$ cat src/rtl/tstreg_pkg.sv
package tstreg_pkg;
  localparam int DW      = 16;
  localparam int REG_AW  = 5;
  localparam int BANK_AW = 5;
  localparam int NBANK   = 4;
  localparam int BANK_W  = $clog2(NBANK);

  localparam logic [REG_AW-1:0] A_CTRL = 5'h14;
  localparam logic [REG_AW-1:0] A_RDLO = 5'h15;
  localparam logic [REG_AW-1:0] A_RDHI = 5'h16;
  localparam logic [REG_AW-1:0] A_WDAT = 5'h17;

  // control word layout, bit 13 unused
  typedef struct packed {
    logic               rd;
    logic               wr;
    logic               spare;
    logic [BANK_W-1:0]  bank;
    logic               tm;
    logic [BANK_AW-1:0] raddr;
    logic [BANK_AW-1:0] waddr;
  } cmd_t;

  localparam logic [DW-1:0] CTRL_KEEP = 16'h3fff;

  typedef enum logic [2:0] {
    SEQ_IDLE,
    SEQ_S0,
    SEQ_S01,
    SEQ_S010,
    SEQ_OPEN
  } seq_e;
endpackage

$ cat src/rtl/tstreg_unlock.sv
module tstreg_unlock
  import tstreg_pkg::*;
(
  input  logic clk_i,
  input  logic rst_ni,
  input  logic ctrl_we_i,
  input  logic other_we_i,
  input  logic tm_i,
  output logic open_o,
  output seq_e state_o
);
  seq_e state_q, state_d;

  always_comb begin
    state_d = state_q;
    if (ctrl_we_i) begin
      unique case (state_q)
        SEQ_IDLE: state_d = tm_i ? SEQ_IDLE : SEQ_S0;
        SEQ_S0:   state_d = tm_i ? SEQ_S01  : SEQ_S0;
        SEQ_S01:  state_d = tm_i ? SEQ_IDLE : SEQ_S010;
        SEQ_S010: state_d = tm_i ? SEQ_OPEN : SEQ_S0;
        SEQ_OPEN: state_d = tm_i ? SEQ_OPEN : SEQ_S0;
        default:  state_d = SEQ_IDLE;
      endcase
    end else if (other_we_i && state_q != SEQ_OPEN) begin
      state_d = SEQ_IDLE;
    end
  end

  always_ff @(posedge clk_i or negedge rst_ni) begin
    if (!rst_ni) state_q <= SEQ_IDLE;
    else         state_q <= state_d;
  end

  assign open_o  = (state_q == SEQ_OPEN);
  assign state_o = state_q;
endmodule

$ cat src/rtl/tstreg_decode.sv
module tstreg_decode
  import tstreg_pkg::*;
(
  input  logic               ctrl_we_i,
  input  logic [DW-1:0]      wdata_i,
  input  logic               open_i,
  output logic               do_wr_o,
  output logic               do_rd_o,
  output logic [BANK_W-1:0]  bank_o,
  output logic [BANK_AW-1:0] waddr_o,
  output logic [BANK_AW-1:0] raddr_o
);
  cmd_t cmd;
  logic valid;

  assign cmd     = cmd_t'(wdata_i);
  assign valid   = ctrl_we_i & open_i & cmd.tm;
  assign do_wr_o = valid & cmd.wr;
  // write wins when both request bits are set
  assign do_rd_o = valid & cmd.rd & ~cmd.wr;
  assign bank_o  = cmd.bank;
  assign waddr_o = cmd.waddr;
  assign raddr_o = cmd.raddr;
endmodule

$ cat src/rtl/tstreg_bank_store.sv
module tstreg_bank_store #(
  parameter int NB = 4,
  parameter int AW = 5,
  parameter int W  = 16
) (
  input  logic                  clk_i,
  input  logic                  rst_ni,
  input  logic                  we_i,
  input  logic [$clog2(NB)-1:0] bank_i,
  input  logic [AW-1:0]         waddr_i,
  input  logic [W-1:0]          wdata_i,
  input  logic [AW-1:0]         raddr_i,
  output logic [W-1:0]          rdata_o
);
  localparam int DEPTH = 1 << AW;
  localparam int BW    = $clog2(NB);

  logic [W-1:0] bank_rd [NB];

  for (genvar b = 0; b < NB; b++) begin : g_bank
    logic [W-1:0] mem_q [DEPTH];
    logic         sel;
    assign sel = we_i && (bank_i == BW'(b));

    always_ff @(posedge clk_i or negedge rst_ni) begin
      if (!rst_ni) begin
        for (int i = 0; i < DEPTH; i++) mem_q[i] <= '0;
      end else if (sel) begin
        mem_q[waddr_i] <= wdata_i;
      end
    end

    assign bank_rd[b] = mem_q[raddr_i];
  end

  assign rdata_o = bank_rd[bank_i];
endmodule

$ cat src/rtl/tstreg_bridge.sv
module tstreg_bridge
  import tstreg_pkg::*;
(
  input  logic              clk_i,
  input  logic              rst_ni,
  input  logic [4:0]        reg_addr_i,
  input  logic [15:0]       reg_wdata_i,
  input  logic              reg_we_i,
  output logic [15:0]       reg_rdata_o,
  output logic              hid_we_o,
  output logic [1:0]        hid_bank_o,
  output logic [4:0]        hid_addr_o,
  output logic [15:0]       hid_wdata_o
);
  logic [DW-1:0] ctrl_q, wdat_q, rdlo_q, rdhi_q;
  logic ctrl_we, other_we, bank_open;
  seq_e seq_state;
  logic do_wr, do_rd;
  logic [BANK_W-1:0]  cmd_bank;
  logic [BANK_AW-1:0] cmd_waddr, cmd_raddr;
  logic [DW-1:0]      bank_rdata;

  assign ctrl_we  = reg_we_i && (reg_addr_i == A_CTRL);
  assign other_we = reg_we_i && (reg_addr_i != A_CTRL);

  tstreg_unlock u_unlock (
    .clk_i      (clk_i),
    .rst_ni     (rst_ni),
    .ctrl_we_i  (ctrl_we),
    .other_we_i (other_we),
    .tm_i       (reg_wdata_i[10]),
    .open_o     (bank_open),
    .state_o    (seq_state)
  );

  tstreg_decode u_decode (
    .ctrl_we_i (ctrl_we),
    .wdata_i   (reg_wdata_i),
    .open_i    (bank_open),
    .do_wr_o   (do_wr),
    .do_rd_o   (do_rd),
    .bank_o    (cmd_bank),
    .waddr_o   (cmd_waddr),
    .raddr_o   (cmd_raddr)
  );

  tstreg_bank_store #(
    .NB (NBANK),
    .AW (BANK_AW),
    .W  (DW)
  ) u_store (
    .clk_i   (clk_i),
    .rst_ni  (rst_ni),
    .we_i    (do_wr),
    .bank_i  (cmd_bank),
    .waddr_i (cmd_waddr),
    .wdata_i (wdat_q),
    .raddr_i (cmd_raddr),
    .rdata_o (bank_rdata)
  );

  always_ff @(posedge clk_i or negedge rst_ni) begin
    if (!rst_ni) begin
      ctrl_q <= '0;
      wdat_q <= '0;
      rdlo_q <= '0;
      rdhi_q <= '0;
    end else begin
      if (ctrl_we) ctrl_q <= reg_wdata_i & CTRL_KEEP;
      if (reg_we_i && reg_addr_i == A_WDAT) wdat_q <= reg_wdata_i;
      if (do_rd) begin
        rdlo_q <= bank_rdata;
        rdhi_q <= '0;
      end
    end
  end

  always_comb begin
    unique case (reg_addr_i)
      A_CTRL:  reg_rdata_o = ctrl_q;
      A_RDLO:  reg_rdata_o = rdlo_q;
      A_RDHI:  reg_rdata_o = rdhi_q;
      A_WDAT:  reg_rdata_o = wdat_q;
      default: reg_rdata_o = '0;
    endcase
  end

  assign hid_we_o    = do_wr;
  assign hid_bank_o  = cmd_bank;
  assign hid_addr_o  = cmd_waddr;
  assign hid_wdata_o = wdat_q;
endmodule

$ cat config.mk
export PLATFORM = sky130hd
export DESIGN_NAME = tstreg_bridge
export DESIGN_NICKNAME = d
export VERILOG_FILES = /design/src/rtl/tstreg_pkg.sv /design/src/rtl/tstreg_unlock.sv /design/src/rtl/tstreg_decode.sv /design/src/rtl/tstreg_bank_store.sv /design/src/rtl/tstreg_bridge.sv
export SDC_FILE = /design/constraint.sdc
export NUM_CORES = 2
export LEC_CHECK = 0
export BUFFER_PORTS_ARGS = -buffer_cell sky130_fd_sc_hd__buf_2
export CORE_MARGIN = 2
export CORE_UTILIZATION = 50
export CTS_CLUSTER_DIAMETER = 80
export DETAILED_ROUTE_END_ITERATION = 16
export PLACE_DENSITY = 0.65
export SYNTH_ARGS = -nofsm -noshare
export SYNTH_HDL_FRONTEND = slang
export SYNTH_HIERARCHICAL = 1
export SYNTH_SLANG_ARGS = --single-unit
$ cat constraint.sdc
create_clock -name clk_i -period 7 [get_ports clk_i]
set_input_delay 0.35 -clock clk_i [delete_from_list [all_inputs] [get_ports clk_i]]
set_output_delay 0.35 -clock clk_i [all_outputs]
set_load 0.005 [all_outputs]
Word-level counts from Yosys, hierarchy flattened
Cells that the tools add are included.
- input bits: 24
- word-level logic and storage cells: 199
- register bits: 2097
- multiplexer cells: 29
- bitwise gates (word level): 9
- order comparisons: 4
- equality and inequality tests: 12
- reduce and logical (&&, ||, !) cells: 13
- operators by type and width (kind ; number):
    $bwmux W512 ; 4
    $bmux W16 S5 ; 4
    $mux W16 ; 11
    $demux W16 S5 ; 1
    $pmux W16 S3 ; 1
    $bmux W16 S2 ; 1
    $eq A5 B5 Y1 const B ; 3
    $ge A6 B6 Y1 const B ; 2
    $not A5 Y6 ; 2
    $pmux W3 S4 ; 1
    $logic_and A1 B1 Y1 ; 9
    $mux W3 ; 3
    $eq A3 B2 Y1 const B ; 2
    $lt A6 B1 Y1 const B ; 1
    $and A1 B1 Y1 ; 5
    $ne A5 B5 Y1 const B ; 1
    $eq A2 B2 Y1 const B ; 2
    $mux W2 ; 2
    $eq A3 B1 Y1 const B ; 1
    $eq A3 B3 Y1 const B ; 1
    $ge A3 B3 Y1 const B ; 1
    $logic_not A3 Y1 ; 1
    $ne A3 B3 Y1 const B ; 1
    $not A2 Y3 ; 1
    6 further kinds ; 6

Depth between registers and ports, before layout
- depth in word-level cells: 7
- mapped depth: 14
- gate-level depth less buffers: 8

By module
The synthesis kept the hierarchy.
- modules (own cells, without submodules) (module ; cells an instance ; area each (um2) ; times used):
    tstreg_bank_store ; 6044 ; 93138.1 ; 1
    tstreg_bridge ; 144 ; 2120.8 ; 1
    tstreg_unlock ; 17 ; 170.2 ; 1
    tstreg_decode ; 16 ; 120.1 ; 1

Worst setup path before layout
OpenSTA, ideal clock, no wires.
- path kind: input port to flip-flop
- start point: in reg_addr_i[1]
- end point: reg u_store/g_bank[0].mem_q[101] in the netlist's numbering
- data arrival time: 3.223 ns
- cell stages on the path: 13
- data required time: 6.875 ns
- path buffers: 5
- slack: 3.652 ns
- setup time: 0.125 ns
- cell sequence: nand4bb_1 > buf_2 > or3b_1 > buf_6 > buf_6 > inv_1 > nand3_2 > nor2_1 > nand2_1 > clkbuf_1 > nor2_1 > buf_2 > mux2_2
- longest elaborated chain between the ends: 6
- RTL lines (what ; line ; RTL):
    start: declaration ; tstreg_bridge.sv:6 ; input logic [4:0] reg_addr_i,
    $eq A5 B5 Y1 ; tstreg_bridge.sv:23 ; assign ctrl_we = reg_we_i && (reg_addr_i == A_CTRL);
    $logic_and A1 B1 Y1 ; tstreg_bridge.sv:23 ;
    net ctrl_we ; tstreg_bridge.sv:16 ; logic ctrl_we, other_we, bank_open;
    $and A1 B1 Y1 (2 in series) ; tstreg_decode.sv:17 ; assign valid = ctrl_we_i & open_i & cmd.tm;
    $and A1 B1 Y1 ; tstreg_decode.sv:18 ; assign do_wr_o = valid & cmd.wr;
    net hid_we_o ; tstreg_bridge.sv:10 ; output logic hid_we_o,
    $logic_and A1 B1 Y1 ; tstreg_bank_store.sv:23 ; assign sel = we_i && (bank_i == BW'(b));
    end signal: indexed assignment ; tstreg_bank_store.sv:29 ; mem_q[waddr_i] <= wdata_i;
    end: declaration ; tstreg_bank_store.sv:21 ; logic [W-1:0] mem_q [DEPTH];
The timed path passes the listed nets, and every way through them passes these cells.
A chain may end at the register's enable or synchronous reset.

Final worst setup path
- start point: in reg_we_i
- end point: reg u_store/g_bank[1].mem_q[144] in the netlist's numbering
- longest elaborated chain between the ends: 5
- RTL lines (what ; line ; RTL):
    start: declaration ; tstreg_bridge.sv:8 ; input logic reg_we_i,
    $logic_and A1 B1 Y1 ; tstreg_bridge.sv:23 ;
    net ctrl_we ; tstreg_bridge.sv:16 ;
    $and A1 B1 Y1 (2 in series) ; tstreg_decode.sv:17 ;
    $and A1 B1 Y1 ; tstreg_decode.sv:18 ;
    $logic_and A1 B1 Y1 ; tstreg_bank_store.sv:23 ;
    end signal: indexed assignment ; tstreg_bank_store.sv:29 ;
    end: declaration ; tstreg_bank_store.sv:21 ;
The timed path passes the listed nets, and every way through them passes these cells.

==> impl_results.md <==
* Status: finished, final reports clean
* Static leakage at 51.1 nW
* FF+latch count, synth at 2097
* Final GP Congestion at 1.01
* Setup-failing EPs final at 0
* Ys async rst share at 100%
* Clock skew at 72.5 ps
* Maximum VDD drop at 253 uV
* Startpoint types: input port
* Postcts setup bufs at 0
* Worst setup EP type: flip-flop
* Share of cells above drive strength 1 at 51.0%
* Critical path class: in -> reg
* RSZ-0062 raised after global routing: false
* Worst Hold Class: in -> reg
* Number of DRC markers in iteration 0 at 5795
* Vert. Die Dim at 441 um
* DR vias at 56600
* First-pass GRT wire length at 420 mm
* PwrDens at 245 nW/um^2
* Predominant post-synthesis flop cell: dfrtp_1
* Fillers at 15100
* PnR Total Power at 25.9 mW
* Vias in the first global route at 57600
* Final min period at 4130 ps
* R2R Setup Slk at 3370 ps
* Max cap viols at 0
* Syn_nets at 6245
* Data required, critical path at 7700 ps
* Post-DP HPWL at 184 mm
* Clk slew on worst S/H paths at 60 ps
* Clock buffer count from CTS at 221
* Post-route cell area at 106000 um^2
* Clk sinks at 2097
* Max Fclk at 242 MHz
* Worst setup margin at 2870 ps
* Area grow syn2layout at 10.6%
* Yosys warns at 6
* Dpl cell area at 98200 um^2
* Largest net degree at the start of global routing at 174
* Crit path cell chain: dlygate4sd3_1 -> buf_2 -> or3b_1 -> inv_1 -> nand3_2 -> nor2_1 -> buf_4 -> nand2_1 -> nor2_2 -> mux2_2
* DRT antenna net count at 0
* Tcrit/Tclk final at 59.0%
* Top-level I/O count at 64
* EDFF count, synth at 0
* Critical-path maximum fanout at 20
* Ranking of synthesized cells by area: dfrtp_1, mux2_2, mux4_2
* Crit-path leading delay family: simple AND/OR/NAND/NOR gates
* Post_cts resized at 0
* Die X-Extent at 441 um
* CTS tree: built
* Post-route DRC violation count at 0
* Worst Path Arrival at 4830 ps
* Port buffer count at 63
* Via-to-Cell Ratio at 6.42
* Starting density of the core at 50.3%
* Post-synth top area share at 54.9%
* Clock latency on the worst-skew pair at 890 ps
* Place WS at 2280 ps
* Layout net count at 6128
* Reg area at 52500 um^2
* CTS Root Buffer Type: clkbuf_16
* CP max stage delay at 1110 ps
* Buf/Inv on CP at 4
* CORE AREA at 190000 um^2
* CTS max path bufs at 3
* H-tree depth at 4
* Final hold vios at 0
* # rows at 160
* Slew @ Worst Pin at 1360 ps
* Total grt overflow at 0
* Die area at 195000 um^2
* Syn avg cell area at 15.4 um^2
* Synth Instances at 6221
* Pre-Repair DR Iteration Count at 6
* Cell taking the most area after synthesis: dfrtp_1
* Slowest CP cell: nor2_2
* Netlist Area Pre-Place at 95500 um^2
* Sequential element share of the synthesized area at 54.9%
* Multi-input logic area at 40600 um^2
* Max-Slew Margin vs Limit at 8.81%
* Netlist cell types at 66
* Setup Total Neg Slack at 0 ps
* Initial antenna violation count at 30
* Max Slew Vio Count at 0
* Routed WL at 288 mm
* Routed WL per cell at 32.7 um
* All-Layer GR Usage at 29.9%
[cell type report]
type                            instances  share of cell area (%)
Clock inverter                         60                   0.624
Sequential cell                      2097                    49.7
Multi-Input combinational cell       3534                    38.4
Clock buffer                          352                    6.35
Inverter                                6                  0.0237
Timing Repair Buffer                  244                    1.90
Antenna cell                           16                  0.0379
Tap cell                             2511                    2.97
[power breakdown]
group | internal [mW] | total (mW) | switching (mW)
registers | 12.2 | 12.6 | 0.448
logic | 0.333 | 1.54 | 1.20
clock network | 6.80 | 11.8 | 4.99
[cell families (layout without fill, tap and decap cells)]
family                 count (synthesis)  after routing  share of synthesized area, %
buffers and inverters                590            662                          2.85
flip-flops                          2097           2097                          54.9
other                                  0             16                             0
AND/OR/NAND/NOR                      490            490                          2.45
AO/OA/AOI/OAI                        289            289                          2.14
multiplexers                        2755           2755                          37.6
[final timing paths]
| path | startpoint | to | cells past startpoint |
|---|---|---|---|
| max | reg_we_i | u_store/g_bank[1].mem_q[144]$_DFFE_PN0P_ | 10 |
| min | reg_wdata_i[1] | ctrl_q[1]$_DFFE_PN0P_ | 2 |
| max reg2reg | u_unlock/state_o[1]$_DFFE_PN0P_ | u_store/g_bank[1].mem_q[144]$_DFFE_PN0P_ | 7 |
| min reg2reg | u_store/g_bank[0].mem_q[201]$_DFFE_PN0P_ | u_store/g_bank[0].mem_q[201]$_DFFE_PN0P_ | 1 |
| max in group asynchronous | rst_ni | u_store/g_bank[0].mem_q[11]$_DFFE_PN0P_ | 4 |
| min in group asynchronous | rst_ni | u_store/g_bank[3].mem_q[125]$_DFFE_PN0P_ | 2 |
[stage by stage]
step	utilization [%]	std cells	hold WS (ps)
after global placement	51.7	8381	373
final	55.6	8820	63.2
after detailed placement	51.7	8381	381
after CTS	55.6	8804	7.90
after floorplan	-	6221	54.4
after global routing	55.6	8806	35.9
[state kept, by name, summed over array words and instances (netlist names)]
register / cells
rdlo_q: 16
u_store/g_bank.mem_q: 2048
hid_wdata_o: 16
ctrl_q: 14
u_unlock/state_o: 3
[worst register-to-register path, cell delays in order (launching register included)]
cell	delay [ps]
dfrtp_1	450
nor3b_2	290
nand3_2	150
nor2_1	120
buf_4	220
nand2_1	660
nor2_2	1130
mux2_2	420
[layout by cell type (no fill, tap or decap), drive strengths merged, types with 70 or more instances in the layout]
cell type,count
mux2,2099
buf,233
nand3,70
a22oi,116
nand2,147
clkbuf,352
mux2i,198
mux4,458
dfrtp,2097
nor2,134
[timing repair]
action                                 4_1_cts  5_1_grt
hold buffers                                11        0
setup endpoints to repair                    0        0
endpoints found under the hold margin      123        0
[cell usage after synthesis (all sizes together), types with 6 or more instances]
library cell  instances
mux2               2099
mux4                458
a22o                  7
a22oi               116
a31oi                 8
a32oi                 6
clkbuf              325
a21oi                43
o221ai                8
nand4                26
nand3                70
mux2i               198
o2bb2ai              14
nor4                  6
or2                   6
nand2b               10
a211oi                8
o211ai                8
dfrtp              2097
o22ai                26
nand3b                9
nand2               147
buf                 259
and3                 15
o21ai                20
nor2                134
and2                 11
nor2b                 9
nor3                 20
[layer usage]
layer	share of wire, %	global-route usage (%)	vias to the layer above
li1	-	-	22900
met1	42	42.0	31000
met2	45	44.4	2099
met3	7.8	6.67	650
met4	5.5	14.2	20
met5	0.042	0	-
Power figures use the tool's default switching activity.
